===== config.mk =====
export PLATFORM = sky130hd
export DESIGN_NAME = tblrd_top
export DESIGN_NICKNAME = d
export VERILOG_FILES = /design/src/rtl/tblrd_pkg.sv /design/src/rtl/tblrd_ptr_reg.sv /design/src/rtl/tblrd_addr_gen.sv /design/src/rtl/tblrd_ctrl.sv /design/src/rtl/tblrd_hi_reg.sv /design/src/rtl/tblrd_top.sv
export SDC_FILE = /design/constraint.sdc
export NUM_CORES = 1
export LEC_CHECK = 0
export BUFFER_PORTS_ARGS = -buffer_cell sky130_fd_sc_hd__buf_2
export CAP_MARGIN = 40
export CORE_UTILIZATION = 30
export DETAILED_ROUTE_END_ITERATION = 16
export GPL_TIMING_DRIVEN = 1
export PLACE_DENSITY = 0.59
export SLEW_MARGIN = 25
export SYNTH_ARGS = -nofsm -noshare
export SYNTH_HDL_FRONTEND = slang
export SYNTH_SLANG_ARGS = --single-unit

===== constraint.sdc =====
create_clock -name clk -period 1.4 [get_ports clk]
set_input_delay 0.28 -clock clk [delete_from_list [all_inputs] [get_ports clk]]
set_output_delay 0.28 -clock clk [all_outputs]
set_load 0.01 [all_outputs]

===== src/rtl/tblrd_pkg.sv =====
package tblrd_pkg;
  typedef enum logic [1:0] {
    ST_IDLE  = 2'd0,
    ST_FETCH = 2'd1,
    ST_LOAD  = 2'd2
  } tbl_state_e;

  typedef enum logic {
    PG_CURRENT = 1'b0,
    PG_LAST    = 1'b1
  } page_sel_e;
endpackage


===== src/rtl/tblrd_ptr_reg.sv =====
module tblrd_ptr_reg #(
  parameter int PTR_W = 8
) (
  input  logic             clk,
  input  logic             rst_n,
  input  logic             we,
  input  logic [PTR_W-1:0] wdata,
  output logic [PTR_W-1:0] q
);
  logic [PTR_W-1:0] ptr_d, ptr_q;

  always_comb begin
    ptr_d = ptr_q;
    if (we) ptr_d = wdata;
  end

  always_ff @(posedge clk or negedge rst_n) begin
    if (!rst_n) ptr_q <= '0;
    else        ptr_q <= ptr_d;
  end

  assign q = ptr_q;

  // pointer holds unless written
  p_ptr_hold_r2: assert property (@(posedge clk) disable iff (!rst_n)
    !we |=> $stable(q));
  // a write lands next cycle
  p_ptr_load_r2: assert property (@(posedge clk) disable iff (!rst_n)
    we |=> (q == $past(wdata)));
endmodule


===== src/rtl/tblrd_addr_gen.sv =====
module tblrd_addr_gen
  import tblrd_pkg::*;
#(
  parameter int PC_W  = 11,
  parameter int PTR_W = 8
) (
  input  page_sel_e        sel,
  input  logic [PC_W-1:0]  pc,
  input  logic [PTR_W-1:0] ptr,
  output logic [PC_W-1:0]  addr
);
  localparam int PAGE_W = PC_W - PTR_W;

  logic [PAGE_W-1:0] page;

  always_comb begin
    if (sel == PG_LAST) page = '1;
    else                page = pc[PC_W-1:PTR_W];
    addr = {page, ptr};
  end
endmodule


===== src/rtl/tblrd_ctrl.sv =====
module tblrd_ctrl
  import tblrd_pkg::*;
#(
  parameter int PC_W  = 11,
  parameter int DM_AW = 8
) (
  input  logic             clk,
  input  logic             rst_n,
  input  logic             start,
  input  logic [PC_W-1:0]  addr_in,
  input  logic [DM_AW-1:0] dst_in,
  output logic             busy,
  output logic             done,
  output logic             pm_en,
  output logic [PC_W-1:0]  pm_addr,
  output logic             dm_we,
  output logic [DM_AW-1:0] dm_addr
);
  tbl_state_e       state_d, state_q;
  logic             accept;
  logic [PC_W-1:0]  addr_q;
  logic [DM_AW-1:0] dst_q;

  assign accept = start && (state_q == ST_IDLE);

  always_comb begin
    state_d = state_q;
    unique case (state_q)
      ST_IDLE:  if (start) state_d = ST_FETCH;
      ST_FETCH: state_d = ST_LOAD;
      ST_LOAD:  state_d = ST_IDLE;
      default:  state_d = ST_IDLE;
    endcase
  end

  always_ff @(posedge clk or negedge rst_n) begin
    if (!rst_n) state_q <= ST_IDLE;
    else        state_q <= state_d;
  end

  always_ff @(posedge clk or negedge rst_n) begin
    if (!rst_n) begin
      addr_q <= '0;
      dst_q  <= '0;
    end else if (accept) begin
      addr_q <= addr_in;
      dst_q  <= dst_in;
    end
  end

  assign busy    = (state_q != ST_IDLE);
  assign pm_en   = (state_q == ST_FETCH);
  assign done    = (state_q == ST_LOAD);
  assign dm_we   = (state_q == ST_LOAD);
  assign pm_addr = addr_q;
  assign dm_addr = dst_q;

  // accepted start leads to a fetch cycle
  p_accept_fetch_r7: assert property (@(posedge clk) disable iff (!rst_n)
    (start && !busy) |=> (pm_en && busy && !done));
  // fetch is followed by write-back
  p_fetch_load_r7: assert property (@(posedge clk) disable iff (!rst_n)
    pm_en |=> (done && !pm_en));
  // done is a single pulse, then idle
  p_done_pulse_r7: assert property (@(posedge clk) disable iff (!rst_n)
    done |=> (!done && !busy));
  // start during write-back does not restart
  p_busy_ignore_r8: assert property (@(posedge clk) disable iff (!rst_n)
    (start && done) |=> !busy);
  // fetch address is the one presented at acceptance
  p_addr_capture_r3: assert property (@(posedge clk) disable iff (!rst_n)
    pm_en |-> (pm_addr == $past(addr_in)));
  // destination captured at acceptance
  p_dst_capture_r5: assert property (@(posedge clk) disable iff (!rst_n)
    dm_we |-> (dm_addr == $past(dst_in, 2)));
endmodule


===== src/rtl/tblrd_hi_reg.sv =====
module tblrd_hi_reg #(
  parameter int HI_W   = 6,
  parameter int DATA_W = 8
) (
  input  logic              clk,
  input  logic              rst_n,
  input  logic              load,
  input  logic [HI_W-1:0]   word_hi,
  output logic [DATA_W-1:0] rdata
);
  localparam int PAD_W = DATA_W - HI_W;

  logic [HI_W-1:0] hi_q;

  always_ff @(posedge clk or negedge rst_n) begin
    if (!rst_n)    hi_q <= '0;
    else if (load) hi_q <= word_hi;
  end

  assign rdata = {{PAD_W{1'b0}}, hi_q};

  // captured upper bits appear after the load cycle
  p_hi_load_r6: assert property (@(posedge clk) disable iff (!rst_n)
    load |=> (rdata[HI_W-1:0] == $past(word_hi)));
  // no change without a load
  p_hi_hold_r9: assert property (@(posedge clk) disable iff (!rst_n)
    !load |=> $stable(rdata));
endmodule


===== src/rtl/tblrd_top.sv =====
module tblrd_top
  import tblrd_pkg::*;
#(
  parameter int PC_W   = 11,
  parameter int PTR_W  = 8,
  parameter int WORD_W = 14,
  parameter int DATA_W = 8,
  parameter int DM_AW  = 8
) (
  input  logic              clk,
  input  logic              rst_n,
  input  logic              ptr_we,
  input  logic [PTR_W-1:0]  ptr_wdata,
  output logic [PTR_W-1:0]  ptr_rdata,
  output logic [DATA_W-1:0] hi_rdata,
  input  logic              start,
  input  logic              mode,
  input  logic [PC_W-1:0]   pc,
  input  logic [DM_AW-1:0]  dst_addr,
  output logic              busy,
  output logic              done,
  output logic              pm_en,
  output logic [PC_W-1:0]   pm_addr,
  input  logic [WORD_W-1:0] pm_rdata,
  output logic              dm_we,
  output logic [DM_AW-1:0]  dm_addr,
  output logic [DATA_W-1:0] dm_wdata
);
  localparam int HI_W   = WORD_W - DATA_W;
  localparam int PAGE_W = PC_W - PTR_W;

  logic [1:0]      rst_sync_q;
  logic            rst_int_n;
  logic [PC_W-1:0] tbl_addr;
  page_sel_e       sel;

  always_ff @(posedge clk or negedge rst_n) begin
    if (!rst_n) rst_sync_q <= '0;
    else        rst_sync_q <= {rst_sync_q[0], 1'b1};
  end
  assign rst_int_n = rst_sync_q[1];

  assign sel = page_sel_e'(mode);

  tblrd_ptr_reg #(.PTR_W(PTR_W)) u_ptr (
    .clk(clk), .rst_n(rst_int_n), .we(ptr_we), .wdata(ptr_wdata), .q(ptr_rdata)
  );

  tblrd_addr_gen #(.PC_W(PC_W), .PTR_W(PTR_W)) u_addr (
    .sel(sel), .pc(pc), .ptr(ptr_rdata), .addr(tbl_addr)
  );

  tblrd_ctrl #(.PC_W(PC_W), .DM_AW(DM_AW)) u_ctrl (
    .clk(clk), .rst_n(rst_int_n), .start(start), .addr_in(tbl_addr),
    .dst_in(dst_addr), .busy(busy), .done(done), .pm_en(pm_en),
    .pm_addr(pm_addr), .dm_we(dm_we), .dm_addr(dm_addr)
  );

  tblrd_hi_reg #(.HI_W(HI_W), .DATA_W(DATA_W)) u_hi (
    .clk(clk), .rst_n(rst_int_n), .load(done),
    .word_hi(pm_rdata[WORD_W-1:DATA_W]), .rdata(hi_rdata)
  );

  assign dm_wdata = pm_rdata[DATA_W-1:0];

  // last-page mode always reaches the top page
  p_last_page_r4: assert property (@(posedge clk) disable iff (!rst_int_n)
    (start && !busy && mode) |=> (pm_addr[PC_W-1:PTR_W] == {PAGE_W{1'b1}}));
  // write data is the low byte of the memory word
  p_dm_data_r5: assert property (@(posedge clk) disable iff (!rst_int_n)
    dm_we |-> (dm_wdata == pm_rdata[DATA_W-1:0]));
  // quiet outputs while reset is held
  p_reset_quiet_r1: assert property (@(posedge clk)
    !rst_int_n |-> (!busy && !dm_we && !pm_en));
endmodule


# Yosys cells after proc, flatten, opt, wreduce, memory -nomap -nowiden
# Cells that the tools add are included.
# totals
regBits,37
input_bits,46
wordCells,15
out_inout_bits,47
# op_classes
eq_ne,3
mux,3
reduce_logical,3
# ops
cell,n
2-bit one-hot mux with 2 select lines,1
3-bit two-way mux,1
"2-bit by 1-bit equality test with 1-bit output, second input constant",1
"2-bit equality test, second input constant",1
2-bit logical NOT,1
2-bit two-way mux,1
"2-bit inequality test, second input constant",1
2-bit nonzero test,1
1-bit logical AND,1

# Depth between registers and ports, before layout
# Gate-level depths: netlist of the first run.
# logic_depth
ltp_word,2
depth_mapped,4
depth_no_buf,2

# By module
# From an unflattened synthesis of the first run, not the netlist that was laid out.
# hier_totals
hier_cells,103
area_unflattened_um2,1602.8
# by_module_without_submodules
module,n_inst,cells_per_inst,seq_area_each_um2,area_per_inst_um2
tblrd_ctrl,1,48,525.5,808.3
tblrd_ptr_reg,1,17,200.2,331.6
tblrd_hi_reg,1,16,150.1,270.3
tblrd_top,1,11,50.0,113.9
tblrd_addr_gen,1,11,0.0,78.8

# Worst setup path after synthesis of the first run
# No wires, ideal clock.
# synth_timing
kind,register -> register
startpoint,register u_ctrl.state_q[0]
endpoint,register u_ctrl.dst_q[0] (netlist: u_ctrl.dm_addr[0])
synth_period_minus_slack_ps,1245
arrival_time_ps,1120
path_stages_with_launch,4
setup_slack_ps,155
path_cell_list,dfrtp_1 nor3b_2 buf_6 mux2_2
# synth_between
elab_chain_cells,2
# synth_rtl
element,line,text
"start, declared",tblrd_ctrl.sv:19,"tbl_state_e state_d, state_q;"
"start signal, assigned",tblrd_ctrl.sv:38,else state_q <= state_d;
2-bit logical NOT,tblrd_ctrl.sv:24,assign accept = start && (state_q == ST_IDLE);
1-bit logical AND,tblrd_ctrl.sv:24,
"end signal, assigned",tblrd_ctrl.sv:47,dst_q <= dst_in;
"end, declared",tblrd_ctrl.sv:22,logic [DM_AW-1:0] dst_q;
# No other way between the ends.
# A chain may end at the register's enable or synchronous reset.

# Final worst setup path of the first run
# layout_timing
startpoint,register u_ctrl.state_q[1]
endpoint,output port busy
# layout_between
elab_chain_cells,1
# layout_rtl
element,line,text
2-bit nonzero test,tblrd_ctrl.sv:51,assign busy = (state_q != ST_IDLE);
"end, declared",tblrd_top.sv:20,"output logic busy,"
# No other way between the ends.

==> flow_metrics.tcl, run 1 <==
set metrics [dict create \
    h-tree-depth 2 \
    syn-instance-count 107 \
    placementRows 25 \
    growth_of_design_area_from_synthesis_to_finish_pct 27.6 \
    sequence_of_cells_on_the_critical_path "or2_4, buf_6" \
    initial_core_util_pct 32.0 \
    layout.cells.most_common "buf_2" \
    via_count 943 \
    synth.lib_cells_used.distinct 14 \
    synth_area_per_cell_um2 14.6 \
    final.setup.worst_slack_ns 0.0102 \
    drc_violations_left 0 \
    routed_wl_per_cell_um 12.3 \
    holdWs_ns 0.199 \
    drt_wl_total_um 2850 \
    hold_fails_final_rpt 0 \
    cp-end-kind "output pin" \
    final_layout_size_suffix_gt1_share_pct 69.7 \
    ir_drop_v 0.000617 \
    net_count_final 210 \
    grt_max_degree 23 \
    first_global_vias 956 \
    synth_top_cells_by_area "dfrtp_1 (59%), mux2_2 (17%), buf_4 (9.1%), mux2_4 (5.8%), mux2i_1 (1.9%)" \
    post_synth_and_or_nand_nor_area_fraction_pct 3.12 \
    fin_crit_ns 1.39 \
    inserted_diodes 0 \
    hpwlAfterDp_um 2210 \
    critPathSlowestCell "dfrtp_2" \
    final_weighted_congestion_of_routability_driven_global_placement 0.672 \
    final_max_slew_viol_count 0 \
    grt_first_pass_wirelength_um 4330 \
    outcome "finished, final reports clean" \
    power_per_cell_area_nw_per_um2 1560 \
    place.detailed.instances 222 \
    synthMuxAreaShare_pct 25.0 \
    dieArea_um2 5500 \
    fmaxAchievable_mhz 720 \
    synth-warning-count 0 \
    pre_cts_slack_ns 0.0492 \
    die_height_um 74.2 \
    numPortBuffers 66 \
    power_report.internal_total_mw 2.21 \
    numCtsBuffers 5 \
    worstPathMaxFanout 5 \
    crit_arrival_ns 1.11 \
    setup_tns_ns 0 \
    total_switching_power_mw 0.896 \
    synthDominantAreaCellType "dfrtp_1" \
    number_of_detailed_route_iterations_in_the_first_pass 3 \
    yosys_register_bits 37 \
    fp.coreArea_um2 4880 \
    reported_max_cap_violation_count 0 \
    combinational_family_with_the_most_area_after_synthesis "multiplexers" \
    cts_tree "built" \
    clk_path_buf_depth 2 \
    drtIter0Drc 18 \
    report.final.setup_viol 0 \
    clock_sinks 37 \
    synth-xor-area-share_pct 0 \
    synth.cell_area_um2 1560 \
    final_worst_path_period_share_pct 99.3 \
    route.detailed.vias_per_inst 4.06 \
    pwr-share-seq_pct 47.4 \
    hp-class "reg2async" \
    timing.clock.skew_ns 0.00898 \
    die_width_um 74.2 \
    antenna_violations_before_repair 0 \
    cts_root_buffer "clkbuf_8" \
    synth.top_cell.area_share_pct 59.2 \
    criticalPathCategory "reg2out" \
    design.portCount 93 \
    grt_setup_unrepaired "true" \
    p_comb_share_pct 27.9 \
    synth_compound_area_share_pct 0 \
    grt_usage_pct 10.9 \
    worstSetupStartpointType "register" \
    power.leakage_nw 0.991 \
    final_core_utilization_pct 40.9 \
    yosysSeqAreaShare_pct 59.2 \
    ant_nets 0 \
    overflow 0 \
    max_stage_delay_ns 0.46 \
    layout.cells.non_filler 232 \
    final_cell_mix "buf_2 (63), dfrtp_1 (35), mux2_2 (24), mux2_4 (6), clkbuf_8 (6)" \
    clk_latency_ns 0.29 \
    synthAdderAreaFrac_pct 0 \
    worst_setup_hold_path_clk_slew_ns 0.08 \
    switching_share_of_power_pct 28.9 \
    crit_required_ns 1.12 \
    power.clock.fraction_pct 24.7 \
]
[path summary, 6_finish.rpt]
path | from | to | slack [ns] | cells past startpoint
worst max-delay path | u_ctrl.state_q[1] | busy | 0.01 | 2
worst min register to register | rst_sync_q[1] | u_ctrl.pm_addr[10] | 0.20 | 1
max in group asynchronous | rst_sync_q[1] | u_hi.hi_q[3] | 0.93 | 1
min in group clk | ptr_wdata[6] | u_ptr.q[6] | 0.22 | 2
worst min-delay path | rst_sync_q[1] | u_ctrl.pm_addr[10] | 0.20 | 1
worst max register to register | u_ctrl.state_q[1] | u_ctrl.dm_addr[7] | 0.06 | 3
[registers in the layout, summed over array words and instances (netlist names)]
name / flops
u_ctrl.state_q: 2
u_hi.hi_q: 6
rst_sync_q: 2
u_ctrl.pm_addr: 11
u_ptr.q: 8
u_ctrl.dm_addr: 8
[cells by family after synthesis]
kind of cell           Yosys count
buffers and inverters           27
muxes                           33
other                            2
and+or+nand+nor                  8
DFF                             37
[metrics by stage]
step | power, mW | instance area (um^2)
after floorplan | 2.01 | 1570
after global placement | 2.29 | 1840
after detailed placement | 2.33 | 1840
after CTS | 3.14 | 1970
after global routing | 3.29 | 1990
final | 3.10 | 1990
[synthesized netlist by cell type (all sizes together)]
cell type and count:
mux2i 3, or2 1, buf 23, mux2 30, nor2 3, inv 4
nor2b 2, conb 2, dfrtp 37, nor3b 1, nand2b 1
[worst max-delay path: cells and delay by family, from the launching register on]
kind | cells | cell delay [ns]
buffers and inverters | 1 | 0.12
DFF | 1 | 0.46
and+or+nand+nor | 1 | 0.25
[power groups by stage]
| stage | clock, mW | sequential [mW] | combinational (mW) |
|---|---|---|---|
| floorplan | 0 | 1.59 | 0.425 |
| global placement | 0 | 1.46 | 0.825 |
| detailed placement | 0 | 1.48 | 0.848 |
| CTS | 0.802 | 1.47 | 0.869 |
| global route | 0.842 | 1.50 | 0.947 |
| finish | 0.766 | 1.47 | 0.868 |
[final cells by class]
class | count | area (um^2)
fillers | 502 | 2890
flip-flops and latches | 37 | 928
multi-input cells | 44 | 467
repair buffers | 72 | 404
well taps | 67 | 83.8
clock buffers | 6 | 82.6
inverters | 4 | 15.0
clock inverters | 2 | 13.8
[metal layers]
metal  track usage [%]  part of all wire [%]
met5                 0                     0
met1              12.0                    41
met2              18.7                    49
met4              4.06                   1.3
met3              4.61                   8.6
[timing repair]
action                                  CTS  global route
hold endpoints to repair                  2             0
hold buffers                              1             0
endpoints found under the setup margin    3            13
gates resized for setup                   6             5
setup buffers                             1             0
Power figures use the tool's default switching activity.
==> run 2: changes to the inputs <==
Settings changed: ABC_AREA from default to 1.
==> run 2 against run 1 <==
Count of clock-buffer cells in the layout grew 1. Worst setup slack better by 0.019 ns. Register-to-register slack improved by 0.21 ns. Combinational power decreased by 10%. Clock skew fell by 0.0038 ns. Maximum frequency rose by 1.4%. Cell count increased by 33%. Routed wire length rose by 15%. Largest cell class unchanged. Highest routed layer unchanged.
==> flow_metrics.tcl, run 2 <==
set metrics [dict create \
    outcome "finished, final reports clean" \
    grt_first_pass_wirelength_um 4990 \
    initial_core_util_pct 31.0 \
    syn-instance-count 180 \
    numPortBuffers 66 \
    sequence_of_cells_on_the_critical_path "nor2_2, inv_1, buf_2" \
    synth_top_cells_by_area "dfrtp_1 (58%), nand2_1 (16%), buf_4 (9.5%), nand3_1 (6.0%), inv_1 (3.6%)" \
    layout.cells.non_filler 309 \
    inserted_diodes 0 \
    final_weighted_congestion_of_routability_driven_global_placement 0.687 \
    final_worst_path_period_share_pct 97.9 \
    synth_area_per_cell_um2 8.80 \
    number_of_enable_flip_flop_cells_after_synthesis 0 \
    clk_path_buf_depth 2 \
    reg2regPathDepth 5 \
    h-tree-depth 2 \
    yosys_register_bits 37 \
    post_synth_most_frequent_cells "nand2_1 (68), dfrtp_1 (37), buf_4 (20)" \
    cts_tree "built" \
    routed_wl_per_cell_um 10.5 \
    final_max_slew_viol_count 0 \
    holdWs_ns 0.135 \
    cts_root_buffer "clkbuf_8" \
    hp-class "reg2async" \
    grt_setup_unrepaired "true" \
    criticalPathCategory "reg2out" \
    numCtsBuffers 5 \
    first_global_vias 1123 \
    hpwlAfterDp_um 2490 \
    drtIter0Drc 35 \
    fillers 543 \
    timing.clock.skew_ns 0.00517 \
    drt_wl_total_um 3260 \
    synth-async-reset-ratio_pct 100 \
    die_width_um 74.7 \
    timing.rr.start "u_ctrl.state_q[1]" \
    dieArea_um2 5570 \
    synth.cell_area_um2 1580 \
    ant_nets 0 \
    place.detailed.instances 298 \
    largest_register_ff_count 11 \
    final_core_utilization_pct 39.5 \
    synth.lib_cells_used.distinct 12 \
    layout.cells.most_common "nand2_1" \
    power_per_cell_area_nw_per_um2 1490 \
    fmaxAchievable_mhz 730 \
    worstPathMaxFanout 4 \
    synthDominantAreaCellType "dfrtp_1" \
    crit_arrival_ns 1.09 \
    critPathSlowestCell "dfrtp_1" \
    max_stage_delay_ns 0.44 \
    setup.reg_to_reg.worst_slack_ns 0.27 \
    crit_required_ns 1.12 \
    worstSetupStartpointType "register" \
    fp.coreArea_um2 5110 \
    antenna_violations_before_repair 0 \
    pre_cts_slack_ns 0.235 \
    growth_of_design_area_from_synthesis_to_finish_pct 27.3 \
    placementRows 26 \
    report.final.setup_viol 0 \
    final_layout_size_suffix_gt1_share_pct 36.8 \
    drc_violations_left 0 \
    clock_sinks 37 \
    cp-end-kind "output pin" \
    number_of_detailed_route_iterations_in_the_first_pass 4 \
    grt_usage_pct 12.2 \
    yosysSeqAreaShare_pct 58.5 \
    fin_crit_ns 1.37 \
    fin_total_pwr_mw 3.01 \
    synth-warning-count 0 \
    synth_most_common_cell "nand2_1" \
    synth_ff_type "dfrtp_1" \
    reported_max_cap_violation_count 0 \
    grt_max_degree 17 \
    clk_latency_ns 0.28 \
    power.leakage_nw 1.18 \
    worst_setup_hold_path_clk_slew_ns 0.07 \
    die_height_um 74.7 \
    overflow 0 \
    hold_fails_final_rpt 0 \
    via_count 1271 \
    reg2reg_to "u_ctrl.pm_addr[10]" \
    route.detailed.vias_per_inst 4.11 \
    final_cell_mix "nand2_1 (68), buf_2 (66), dfrtp_1 (36), nand3_1 (19), inv_1 (14)" \
    synth.top_cell.area_share_pct 58.5 \
    design.portCount 93 \
    ir_drop_v 0.000570 \
    final.setup.worst_slack_ns 0.0295 \
    net_count_final 284 \
]
## run 2: metrics by stage
stage	area (um^2)	setup TNS, ns
2_1_floorplan	1590	0
3_3_place_gp	1880	0
3_5_place_dp	1880	0
4_1_cts	2000	-0.00572
5_1_grt	2020	-0.0334
6_report	2020	0
## run 2: metal layers
| layer | routed length [um] | part of all wire, % | track usage (%) |
|---|---|---|---|
| met1 | 1440 | 44 | 13.7 |
| met2 | 1570 | 48 | 20.5 |
| met3 | 194 | 6.0 | 3.35 |
| met4 | 55 | 1.7 | 7.97 |
| met5 | 0 | 0 | 0 |
## run 2: how the worst max path moves through the flow
stage / slack, ns / endpoint / startpoint
2_1_floorplan: 0.29 / u_ctrl.dm_addr[0] / rst_sync_q[1]
3_3_place_gp: 0.24 / dm_we / u_ctrl.state_q[0]
3_5_place_dp: 0.24 / dm_we / u_ctrl.state_q[0]
6_report: 0.03 / busy / u_ctrl.state_q[1]
5_1_grt: -0.03 / busy / u_ctrl.state_q[1]
4_1_cts: -0.006 / busy / u_ctrl.state_q[1]
## run 2: where the power goes
group          switching (mW)  total, mW  internal [mW]
clock network           0.357      0.802          0.445
logic                   0.443      0.780          0.336
registers               0.130       1.43           1.30
## run 2: cell type report
cell class              count  area (um^2)  share of cell area [%]
repair buffers             76          408                    20.2
multi-input cells         102          427                    21.2
clock buffers               7         96.3                    4.78
inverters                  16         65.1                    3.23
well taps                  70         87.6                    4.35
flip-flops and latches     37          927                    46.0
clock inverters             1         5.00                   0.248
## run 2: critical path, delay by kind of cell, from the launching register on
family / cells / cell delay, ns
AND/OR/NAND/NOR: 1 / 0.18
flip-flops: 1 / 0.44
buffers and inverters: 2 / 0.20
## run 2: cells by family (layout without fill, tap and decap cells)
group / Yosys count / in the layout / share of synthesized area [%]
and+or+nand+nor: 91 / 91 / 23.4
AOI/OAI and AO/OA: 8 / 8 / 2.53
buffers and inverters: 42 / 100 / 15.2
DFF: 37 / 37 / 58.5
other: 2 / 3 / 0.474
## run 2: repair_timing
item                                    CTS  global route
resized for setup                         3             1
endpoints found under the setup margin    2             3
hold buffers                              1             0
hold endpoints to repair                  2             0
buffers inserted                          0             2
==> run 3: changes to the inputs <==
Settings changed: ABC_AREA 1 to default, CORE_UTILIZATION 30 to 43, PLACE_DENSITY 0.59 to 0.79.
==> run 3 against run 2 <==
The run now ends with setup timing left. Clock power is 35% lower. Worst setup slack worse by 0.094 ns. Cell count is 30% lower. Non-clock buffer count is 2 higher. Worst hold slack better by 0.034 ns. Core utilization is 20 points higher. Clock skew is 0.0035 ns higher. Largest cell class unchanged.
==> flow_metrics.tcl, run 3 (synthesized netlist as in run 1, its figures left out) <==
set metrics [dict create \
    outcome "finished, violations left" \
    violations "setup timing" \
    drtIter0Drc 12 \
    clock_sinks 37 \
    final_worst_path_period_share_pct 105 \
    net_count_final 216 \
    grt_usage_pct 16.4 \
    timing.clock.skew_ns 0.00869 \
    placementRows 21 \
    hpwlAfterDp_um 2230 \
    power_per_cell_area_nw_per_um2 1470 \
    numCtsBuffers 5 \
    cts_tree "built" \
    final_cell_mix "buf_2 (63), dfrtp_1 (35), mux2_2 (16), mux2_4 (14), buf_4 (7)" \
    final_design_area_no_fill_um2 2030 \
    power.leakage_nw 1.04 \
    cts_root_buffer "clkbuf_4" \
    initial_core_util_pct 45.8 \
    number_of_detailed_route_iterations_in_the_first_pass 4 \
    die_width_um 62.3 \
    drc_violations_left 0 \
    final_layout_size_suffix_gt1_share_pct 70.2 \
    report.final.setup_viol 10 \
    cp-endpoint "busy" \
    reg2regPathDepth 4 \
    clk_path_buf_depth 2 \
    first_global_vias 1054 \
    routed_wl_per_cell_um 14.2 \
    critPathSlowestCell "dfrtp_2" \
    power.clock.fraction_pct 17.4 \
    pwr-share-seq_pct 49.5 \
    crit_arrival_ns 1.18 \
    worstPathMaxFanout 4 \
    inserted_diodes 0 \
    dieArea_um2 3880 \
    h-tree-depth 2 \
    p_comb_share_pct 33.0 \
    antenna_violations_before_repair 0 \
    drt_wl_total_um 3080 \
    timing.rr.start "u_ctrl.state_q[1]" \
    total_switching_power_mw 0.897 \
    final.setup.worst_slack_ns -0.0645 \
    reg2reg_to "u_ctrl.pm_addr[5]" \
    reported_max_cap_violation_count 0 \
    max_stage_delay_ns 0.47 \
    ir_drop_v 0.000829 \
    cp-end-kind "output pin" \
    sequence_of_cells_on_the_critical_path "or2_4, buf_6" \
    hp-class "in2reg" \
    growth_of_design_area_from_synthesis_to_finish_pct 29.9 \
    final_core_utilization_pct 59.5 \
    design.portCount 93 \
    hold_fails_final_rpt 0 \
    grt_max_degree 19 \
    power_report.internal_total_mw 2.09 \
    via_count 982 \
    setup_tns_ns -0.227 \
    fmaxAchievable_mhz 683 \
    numPortBuffers 66 \
    fp.coreArea_um2 3420 \
    grt_setup_unrepaired "true" \
    setup.reg_to_reg.worst_slack_ns -0.02 \
    switching_share_of_power_pct 30.1 \
    overflow 0 \
    clk_latency_ns 0.33 \
    die_height_um 62.3 \
    layout.cells.most_common "buf_2" \
    worstSetupStartpointType "register" \
    worst_setup_path_startpoint "u_ctrl.state_q[1]" \
    grt_first_pass_wirelength_um 4860 \
    fin_crit_ns 1.46 \
    final_max_slew_viol_count 0 \
    final_weighted_congestion_of_routability_driven_global_placement 0.634 \
    worst_setup_hold_path_clk_slew_ns 0.11 \
    criticalPathCategory "reg2out" \
    post_dp_cell_area_um2 1830 \
    crit_required_ns 1.12 \
    ant_nets 0 \
    route.detailed.vias_per_inst 4.53 \
    largest_register_ff_count 11 \
]
[run 3: worst min-delay path by stage]
stage | cells after the start | to | from | slack, ns
after floorplan | 0 | rst_sync_q[0] | rst_n | -0.02
after global placement | 1 | rst_sync_q[0] | rst_n | 0.07
after detailed placement | 1 | rst_sync_q[0] | rst_n | 0.07
after CTS | 2 | u_ctrl.dm_addr[6] | dst_addr[6] | 0.17
after global routing | 2 | u_ctrl.dm_addr[5] | dst_addr[5] | 0.16
final | 2 | u_ctrl.dm_addr[6] | dst_addr[6] | 0.17
[run 3: cell type report]
cell class | instances | area [um^2]
multi-input cells | 44 | 497
inverters | 4 | 17.5
fillers | 311 | 1390
flip-flops and latches | 37 | 928
repair buffers | 78 | 479
well taps | 46 | 57.6
clock buffers | 6 | 41.3
clock inverters | 2 | 10.0
[run 3: worst max-delay path: cells and delay by family, from the launching register on]
family | cells | cell delay, ns
flops | 1 | 0.47
buf+inv | 1 | 0.12
simple gates | 1 | 0.26
[run 3: what timing repair did]
item                       4_1_cts  5_1_grt
gates resized for setup         10       10
setup endpoints to repair        3       20
setup buffers                    2        5
cloned                           0        1
hold buffers                     1        0
pin swaps                        0        1
hold endpoints to repair         2        0
[run 3: per-layer routing]
metal	GRT usage [%]	share of wire [%]
met4	7.56	1.8
met1	16.7	36
met5	0	0
met2	31.0	57
met3	4.04	5.0
[run 3: power by group through the flow]
stage / Sequential, mW / Combinational [mW] / Clock, mW
global route: 1.51 / 1.06 / 0.577
global placement: 1.46 / 0.830 / 0
detailed placement: 1.49 / 0.860 / 0
CTS: 1.47 / 0.907 / 0.536
floorplan: 1.59 / 0.425 / 0
finish: 1.48 / 0.986 / 0.520
[run 3: stage by stage]
step | setup slack, ns | total power, mW | instances | hold WS [ns]
floorplan | 0.155 | 2.01 | 108 | -0.0156
global placement | 0.0772 | 2.29 | 201 | 0.0660
detailed placement | 0.0337 | 2.35 | 201 | 0.0677
CTS | -0.0619 | 2.92 | 212 | 0.165
global route | -0.111 | 3.15 | 217 | 0.163
finish | -0.0645 | 2.98 | 217 | 0.169
